File: src/rtl/lpm_pkg.sv
package lpm_pkg;
  typedef enum logic [1:0] {
    MODE_RUN    = 2'd0,
    MODE_RETAIN = 2'd1,
    MODE_OFF    = 2'd2,
    MODE_WAKE   = 2'd3
  } lpm_mode_t;
endpackage

File: src/rtl/lpm_pin_qual.sv
module lpm_pin_qual #(
  parameter int QUAL_TICKS = 20
) (
  input  logic clk,
  input  logic rst,
  input  logic tick_i,
  input  logic sleep_n_i,
  output logic qual_o
);
  localparam int CW = $clog2(QUAL_TICKS + 2);
  localparam logic [CW-1:0] LIMIT = CW'(QUAL_TICKS);

  logic [CW-1:0] cnt_q;

  always_ff @(posedge clk) begin
    if (rst || sleep_n_i) begin
      cnt_q <= '0;
    end else if (tick_i && (cnt_q <= LIMIT)) begin
      cnt_q <= cnt_q + 1'b1;
    end
  end

  assign qual_o = (cnt_q > LIMIT);

  // a high pin always drops qualification on the next edge
  p_release_clears_r1: assert property (@(posedge clk) disable iff (rst)
    sleep_n_i |=> !qual_o);

  // qualification only appears on a tick while the pin is low
  p_qual_on_low_tick_r1: assert property (@(posedge clk) disable iff (rst)
    $rose(qual_o) |-> $past(!sleep_n_i && tick_i));
endmodule

File: src/rtl/lpm_wake_timer.sv
module lpm_wake_timer #(
  parameter int WAKE_TICKS = 300
) (
  input  logic clk,
  input  logic rst,
  input  logic clear_i,
  input  logic run_i,
  input  logic tick_i,
  output logic done_o
);
  localparam int CW = $clog2(WAKE_TICKS + 1);
  localparam logic [CW-1:0] LAST = CW'(WAKE_TICKS - 1);

  logic [CW-1:0] cnt_q;

  always_ff @(posedge clk) begin
    if (rst || clear_i) begin
      cnt_q <= '0;
    end else if (run_i && tick_i && (cnt_q != LAST)) begin
      cnt_q <= cnt_q + 1'b1;
    end
  end

  assign done_o = run_i && tick_i && (cnt_q == LAST);

  // the count never passes the last tick of the window
  p_wake_bound_r6: assert property (@(posedge clk) disable iff (rst)
    cnt_q <= LAST);
endmodule

File: src/rtl/lpm_mode_fsm.sv
module lpm_mode_fsm
  import lpm_pkg::*;
(
  input  logic      clk,
  input  logic      rst,
  input  logic      sleep_n_i,
  input  logic      qual_i,
  input  logic      cfg_sleep_i,
  input  logic      sw_wr_i,
  input  logic      sw_sleep_i,
  input  logic      wake_done_i,
  output logic      wake_clear_o,
  output logic      wake_run_o,
  output lpm_mode_t mode_o,
  output logic      refresh_en_o,
  output logic      access_en_o,
  output logic      data_valid_o
);
  lpm_mode_t state_q, state_d;
  logic      bysw_q, bysw_d;
  logic      lock_q;

  always_comb begin
    state_d = state_q;
    bysw_d  = bysw_q;
    unique case (state_q)
      MODE_RUN: begin
        if (sw_wr_i && sw_sleep_i) begin
          state_d = MODE_RETAIN;
          bysw_d  = 1'b1;
        end else if (qual_i) begin
          if (!cfg_sleep_i) begin
            state_d = MODE_OFF;
          end else if (!lock_q) begin
            state_d = MODE_RETAIN;
            bysw_d  = 1'b0;
          end
        end
      end
      MODE_RETAIN: begin
        if (bysw_q ? (sw_wr_i && !sw_sleep_i) : sleep_n_i) begin
          state_d = MODE_RUN;
        end
      end
      MODE_OFF:  if (sleep_n_i)   state_d = MODE_WAKE;
      MODE_WAKE: if (wake_done_i) state_d = MODE_RUN;
      default:   state_d = MODE_RUN;
    endcase
  end

  always_ff @(posedge clk) begin
    if (rst) begin
      state_q      <= MODE_RUN;
      bysw_q       <= 1'b0;
      lock_q       <= 1'b0;
      refresh_en_o <= 1'b1;
      access_en_o  <= 1'b1;
      data_valid_o <= 1'b1;
    end else begin
      state_q      <= state_d;
      bysw_q       <= bysw_d;
      lock_q       <= lock_q | sw_wr_i;
      refresh_en_o <= (state_d != MODE_OFF);
      access_en_o  <= (state_d == MODE_RUN);
      if (state_d == MODE_OFF) data_valid_o <= 1'b0;
    end
  end

  assign mode_o       = state_q;
  assign wake_clear_o = (state_q == MODE_OFF);
  assign wake_run_o   = (state_q == MODE_WAKE);

  p_off_no_refresh_r5: assert property (@(posedge clk) disable iff (rst)
    (state_q == MODE_OFF) |-> !refresh_en_o);

  p_off_data_lost_r5: assert property (@(posedge clk) disable iff (rst)
    (state_q == MODE_OFF) |-> !data_valid_o);

  p_lowpower_blocks_r3: assert property (@(posedge clk) disable iff (rst)
    (state_q != MODE_RUN) |-> !access_en_o);

  p_pin_release_r4: assert property (@(posedge clk) disable iff (rst)
    (state_q == MODE_RETAIN && !bysw_q && sleep_n_i)
      |=> (state_q == MODE_RUN && access_en_o));

  p_off_to_wake_r6: assert property (@(posedge clk) disable iff (rst)
    (state_q == MODE_OFF && sleep_n_i) |=> (state_q == MODE_WAKE));

  p_sw_enter_r7: assert property (@(posedge clk) disable iff (rst)
    (state_q == MODE_RUN && sw_wr_i && sw_sleep_i) |=> (state_q == MODE_RETAIN));

  p_lock_sticky_r8: assert property (@(posedge clk) disable iff (rst)
    lock_q |=> lock_q);

  p_sw_not_off_r9: assert property (@(posedge clk) disable iff (rst)
    (state_q == MODE_RUN && sw_wr_i && !qual_i) |=> (state_q != MODE_OFF));
endmodule

File: src/rtl/lpm_ctrl.sv
module lpm_ctrl
  import lpm_pkg::*;
#(
  parameter int TICKS_PER_US = 2,
  parameter int QUAL_US      = 10,
  parameter int WAKE_US      = 150
) (
  input  logic       clk,
  input  logic       rst,
  input  logic       tick_i,
  input  logic       sleep_n_i,
  input  logic       cfg_sleep_i,
  input  logic       sw_wr_i,
  input  logic       sw_sleep_i,
  output logic [1:0] mode_o,
  output logic       refresh_en_o,
  output logic       access_en_o,
  output logic       data_valid_o
);
  localparam int QUAL_TICKS = QUAL_US * TICKS_PER_US;
  localparam int WAKE_TICKS = WAKE_US * TICKS_PER_US;

  logic      qual;
  logic      wake_done, wake_clear, wake_run;
  lpm_mode_t mode;

  lpm_pin_qual #(.QUAL_TICKS(QUAL_TICKS)) qual_i (
    .clk(clk), .rst(rst), .tick_i(tick_i), .sleep_n_i(sleep_n_i), .qual_o(qual)
  );

  lpm_wake_timer #(.WAKE_TICKS(WAKE_TICKS)) wake_i (
    .clk(clk), .rst(rst), .clear_i(wake_clear), .run_i(wake_run),
    .tick_i(tick_i), .done_o(wake_done)
  );

  lpm_mode_fsm fsm_i (
    .clk(clk), .rst(rst), .sleep_n_i(sleep_n_i), .qual_i(qual),
    .cfg_sleep_i(cfg_sleep_i), .sw_wr_i(sw_wr_i), .sw_sleep_i(sw_sleep_i),
    .wake_done_i(wake_done), .wake_clear_o(wake_clear), .wake_run_o(wake_run),
    .mode_o(mode), .refresh_en_o(refresh_en_o), .access_en_o(access_en_o),
    .data_valid_o(data_valid_o)
  );

  assign mode_o = mode;
endmodule

File: config.mk
export PLATFORM = sky130hd
export DESIGN_NAME = lpm_ctrl
export DESIGN_NICKNAME = d
export VERILOG_FILES = /design/src/rtl/lpm_pkg.sv /design/src/rtl/lpm_pin_qual.sv /design/src/rtl/lpm_wake_timer.sv /design/src/rtl/lpm_mode_fsm.sv /design/src/rtl/lpm_ctrl.sv
export SDC_FILE = /design/constraint.sdc
export NUM_CORES = 1
export LEC_CHECK = 0
export BUFFER_PORTS_ARGS = -buffer_cell sky130_fd_sc_hd__buf_2
export CORE_MARGIN = 1.5
export CORE_UTILIZATION = 32
export CTS_CLUSTER_SIZE = 10
export DETAILED_ROUTE_END_ITERATION = 6
export SLEW_MARGIN = 10
export SYNTH_ARGS = -nofsm -noshare
export SYNTH_HDL_FRONTEND = slang
export SYNTH_SLANG_ARGS = --single-unit
File: constraint.sdc
create_clock -name clk -period 1.6 [get_ports clk]
set_clock_uncertainty 0.2 [all_clocks]
set_input_delay 0.16 -clock clk [delete_from_list [all_inputs] [get_ports clk]]
set_output_delay 0.16 -clock clk [all_outputs]
set_load 0.01 [all_outputs]
==> results.toml, run 1 <==
[synthesis]
yosys_warnings = 0
synth-seq-cells = 21
synthTopCellsByCount = "21 x dfxtp_1, 18 x nor2_1, 14 x nand2_1"
synth.most_common_cell = "dfxtp_1"
syn_area_mm2 = 0.00105
synth.net_count = 130
synth_edf_count = 0
synth_cells = 120
ys_seq_area_share_pct = 39.9
async_reset_ff_share_pct = 0
synth_top_cell_by_area = "dfxtp_1"
avgSynthCellArea_um2 = 8.78
ys.flop_type = "dfxtp_1"
post_synth_main_area_contributors = "dfxtp_1 40%, xnor2_1 6.7%, nor2_1 6.4%"
synth_top_area_share_pct = 39.9
ys_types = 36

[clocking]
cts_tree = "built"
root_buffer = "clkbuf_4"
h-tree-depth = 1
clkTransAtPathRegs_ps = 110
insertion_delay_ps = 310
clk_path_buf_depth = 2
cts_buffers = 3
cts_sinks = 21

[run_status]
status = "complete, but fails checks"
violations = "negative setup slack"

[route]
avgRoutedWirePerCell_um = 11.6
dr.pass1.iters = 6
drt_iter0_drc = 46
drt-vias-per-instance = 4.85
via_count = 946
wl_um = 2260
ant_nets = 0
route.detailed.drc = 0

[critical_path]
crit_fanout = 3
r2r_slack_ps = -40
cp-start-kind = "flip-flop"
r2r_start = "qual_i.cnt_q[1]"
critPathKind = "reg2reg"
reg2reg_to = "fsm_i.mode_o[1]"
end_kind = "flip-flop"
worstPathArrival_ps = 1650
slowest_delay_ps = 340
required_ps = 1610
ff2ff_path_depth = 6
cp-endpoint = "fsm_i.mode_o[1]"
crit_start = "qual_i.cnt_q[1]"
crit_chain = "inv_2 -> ha_4 -> and2b_2 -> o21a_1 -> a32o_1 -> and2_1"
cp_slowest_cell = "dfxtp_2"

[power_and_ir_drop]
ir_drop_v = 0.000463
leakage_uw = 0.000545
power_uw = 882
p_per_area_mw_per_mm2 = 637

[finish]
fin_area_mm2 = 0.00139
diodes = 0
area_growth_pct = 31.5
ff_latch_area_um2 = 425
drive_above_1_share_pct = 34.4
nFillCells = 313
finalNetCount = 162
multiInputGateArea_um2 = 643

[floorplanning]
rows = 20
io_pins = 12
start_util_pct = 34.2
design.die.area_mm2 = 0.00365
die_y_um = 60.4
core_area_mm2 = 0.00308
die_x_um = 60.4

[timing]
min_period_over_period_pct = 102
finalSetupViolCount = 3
finalCriticalPeriod_ps = 1640
fin_ws_ps = -37.8
slew_headroom_pct = 73.0
max_freq_ghz = 0.611
finalHoldViolations = 0
worstMarginPinSlew_ps = 400
fin_tns_setup_ps = -82.6
rsz0062_at_grt = "yes"
maxSlewViolCount = 0
whs_ps = 20.3

[global_routing]
grt_pass1_vias = 912
grt_antenna_before_repair = 0
grt_pass1_wl_um = 3860
grt_max_degree = 12
grtUsageTotal_pct = 14.1
gr-total-overflow = 0

[placement]
place_congestion = 0.868
dpl.hpwl_um = 1620
post_dp_cell_area_mm2 = 0.00123
numPortBuffers = 11

[job]
cap_violations = 0

[min_path]
hold_path.class = "in2reg"
-- power by group --
part | internal, uW | total [uW] | switching [uW]
combinational | 41.9 | 87.6 | 45.7
sequential | 532 | 541 | 8.71
clock | 97.3 | 254 | 157
-- logic make-up after synthesis --
kind of cell	count (synthesis)	synth area share (%)
compound gates	22	15.0
flops	21	39.9
simple gates	53	28.0
buf+inv	11	4.99
mux	2	1.90
xor+xnor	8	6.65
fa+ha+maj	3	3.56
-- repair_timing --
action,CTS,global route
buffers inserted,3,1
pin swaps,5,5
hold buffers,3,0
setup endpoints to repair,10,13
endpoints found under the hold margin,4,0
gates resized for setup,14,5
-- through the flow --
stage	setup slack [ps]	util [%]	instances
CTS	-20.2	43.9	194
global route	-99.3	45.0	195
finish	-37.8	45.0	195
floorplan	11.1	-	120
detailed placement	-79.2	40.1	184
global placement	-26.9	40.1	184
-- registers in the layout, summed over array words and instances (netlist names) --
signal	count
fsm_i.lock_q	1
fsm_i.mode_o	2
fsm_i.refresh_en_o	1
qual_i.cnt_q	5
fsm_i.access_en_o	1
wake_i.cnt_q	9
fsm_i.data_valid_o	1
fsm_i.bysw_q	1
-- area by class of cell --
class	instances	share of cell area, %
flip-flops and latches	21	30.7
inverters	8	2.17
well taps	44	3.97
clock buffers	4	1.90
repair buffers	30	14.8
multi-input cells	88	46.4
-- how the worst min path moves through the flow --
stage	cells after the start	slack (ps)	end	from
after floorplan	1	30	fsm_i.bysw_q	rst
after global placement	2	190	fsm_i.lock_q	rst
after detailed placement	2	200	fsm_i.bysw_q	rst
after CTS	3	3	qual_i.cnt_q[1]	tick_i
after global routing	3	30	qual_i.cnt_q[0]	tick_i
final	3	20	qual_i.cnt_q[0]	tick_i
-- worst max-delay path, delay by kind of cell, from the launching register on --
kind	cells	cell delay [ps]
simple gates	2	360
buf+inv	1	60
compound gates	2	450
fa+ha+maj	1	120
flops	1	340
-- layer usage --
metal | track usage, % | wire length (um)
met5 | 0 | 0
met3 | 4.90 | 81
met2 | 24.2 | 1120
met4 | 2.86 | 0
met1 | 17.2 | 1050
-- layout by cell type (no fill, tap or decap), types with 3 or more instances in the layout --
cell type      Yosys  routed
nor2_1            18      18
dfxtp_1           21      17
buf_4              3      16
nand2_1           14      14
buf_2              0      11
xnor2_1            8       8
inv_1              8       6
nand3_1            5       5
dfxtp_2            0       4
a21oi_1            5       3
clkbuf_4           0       3
dlygate4sd3_1      0       3
Note: power is estimated with default switching activity, not from simulation.
==> run 2, diff against run 1 <==
CORE_MARGIN = not set   (was 1.5)
MAX_ROUTING_LAYER = met4   (was not set)
==> results.toml, run 2 (synthesized netlist as in run 1, its figures left out) <==
[finish]
fin_util_pct = 45.3
finalNetCount = 160
largest_reg_flops = 9
layout_commonest_cell = "nor2_1"
diodes = 0
regMostFlops = "wake_i.cnt_q"
drive_above_1_share_pct = 35.6
nFillCells = 320
layout_common_cells = "18 x nor2_1, 17 x dfxtp_1, 14 x nand2_1, 14 x buf_4, 11 x buf_2"
area_growth_pct = 32.4

[timing]
min_period_over_period_pct = 104
finalCriticalPeriod_ps = 1670
maxSlewViolCount = 0
finalSetupViolCount = 5
worstMarginPinSlew_ps = 382
slew_headroom_pct = 74.2
fin_ws_ps = -68.6
max_freq_ghz = 0.599
finalHoldViolations = 0
fin_tns_setup_ps = -205
rsz0062_at_grt = "yes"
whs_ps = 18.7

[clocking]
cts_sinks = 21
cts_buffers = 3
cts_tree = "built"
root_buffer = "clkbuf_4"
clk_path_buf_depth = 2
clkTransAtPathRegs_ps = 130
h-tree-depth = 1
insertion_delay_ps = 310

[run_status]
status = "complete, but fails checks"
violations = "negative setup slack"

[critical_path]
worstPathArrival_ps = 1730
slowest_delay_ps = 350
cp_slowest_cell = "dfxtp_2"
required_ps = 1660
ff2ff_path_depth = 6
critPathKind = "reg2reg"
cp-start-kind = "flip-flop"
end_kind = "flip-flop"
crit_chain = "inv_2 -> ha_1 -> and2b_2 -> o2111ai_4 -> a221oi_2 -> a41o_1"
crit_fanout = 3

[placement]
dpl_worst_slack_ps = -100
dpl.hpwl_um = 1660
place_congestion = 0.760
numPortBuffers = 11

[power_and_ir_drop]
ir_drop_v = 0.000456
switching_share_pct = 24.9
power.internal_uw = 662
leakage_uw = 0.000542
p_switching_uw = 220
pwr-share-comb_pct = 9.2
p_per_area_mw_per_mm2 = 632
power_frac_seq_pct = 61.4
power_frac_clock_pct = 29.4

[global_routing]
grt_pass1_vias = 864
grtUsageTotal_pct = 14.7
grt_max_degree = 13
gr-total-overflow = 0
grt_util_met1_pct = 17.9
grt_antenna_before_repair = 0
grt-busiest-layer = "met2"
grt_pass1_wl_um = 3900
met3_usage_pct = 3.93
met2_usage_pct = 25.2

[route]
wl_um = 2190
dr.pass1.iters = 4
route.detailed.drc = 0
via_count = 928
drt_iter0_drc = 22
avgRoutedWirePerCell_um = 11.3
drt-vias-per-instance = 4.81
ant_nets = 0

[floorplanning]
rows = 20
start_util_pct = 34.2
core_area_mm2 = 0.00308
design.die.area_mm2 = 0.00353
die_y_um = 59.4
io_pins = 12
die_x_um = 59.4

[min_path]
hold-path-cell-count = 3
hold_path.class = "in2reg"

[job]
cap_violations = 0
## run 2: changes by cell type in the layout (fill, tap and decap cells not counted), sizes merged
cell / delta
buf: -2
clkbuf: -1
clkinv: +1
## run 2: power groups by stage
stage	Sequential, uW	Combinational (uW)	Clock, uW
2_1_floorplan	549	43.6	0
3_3_place_gp	552	64.2	0
3_5_place_dp	552	65.7	0
4_1_cts	541	75.7	268
5_1_grt	543	91.6	295
6_report	541	81.2	260
## run 2: layout make-up
class,instances,area [um^2],area share [%]
multi-input cells,88,667,47.8
flip-flops and latches,21,425,30.5
repair buffers,28,190,13.6
well taps,44,55.1,3.95
inverters,8,30.0,2.15
clock buffers,3,22.5,1.61
clock inverters,1,5.00,0.359
## run 2: stage by stage
stage / area [um^2] / std cells / total power [uW]
after CTS: 1310 / 192 / 885
final: 1400 / 193 / 882
after global placement: 1230 / 184 / 616
after global routing: 1400 / 193 / 929
after floorplan: 1060 / 120 / 593
after detailed placement: 1230 / 184 / 618
## run 2: path summary, 6_finish.rpt
check	start	end	slack, ps
min reg2reg	fsm_i.data_valid_o	fsm_i.data_valid_o	260
max reg2reg	qual_i.cnt_q[0]	fsm_i.mode_o[0]	-70
min	tick_i	qual_i.cnt_q[1]	20
max	qual_i.cnt_q[0]	fsm_i.mode_o[0]	-70
## run 2: what timing repair did
action | in CTS | in global routing
pin swaps | 2 | 7
setup buffers | 1 | 1
hold endpoints to repair | 5 | 0
hold buffers | 3 | 0
resized for setup | 7 | 15
setup endpoints to repair | 11 | 16
## run 2: layer usage
layer,share of wire [%],vias to the layer above
met2,50,9
met1,47,437
li1,-,480
met3,2.6,2
met4,0.32,0
met5,0,-
## run 2: worst max-delay path, delay by kind of cell (launching register included)
kind,cells,cell delay [ps]
buffers and inverters,1,40
AOI/OAI and AO/OA,3,590
DFF,1,350
adders and majority gates,1,170
and+or+nand+nor,1,270
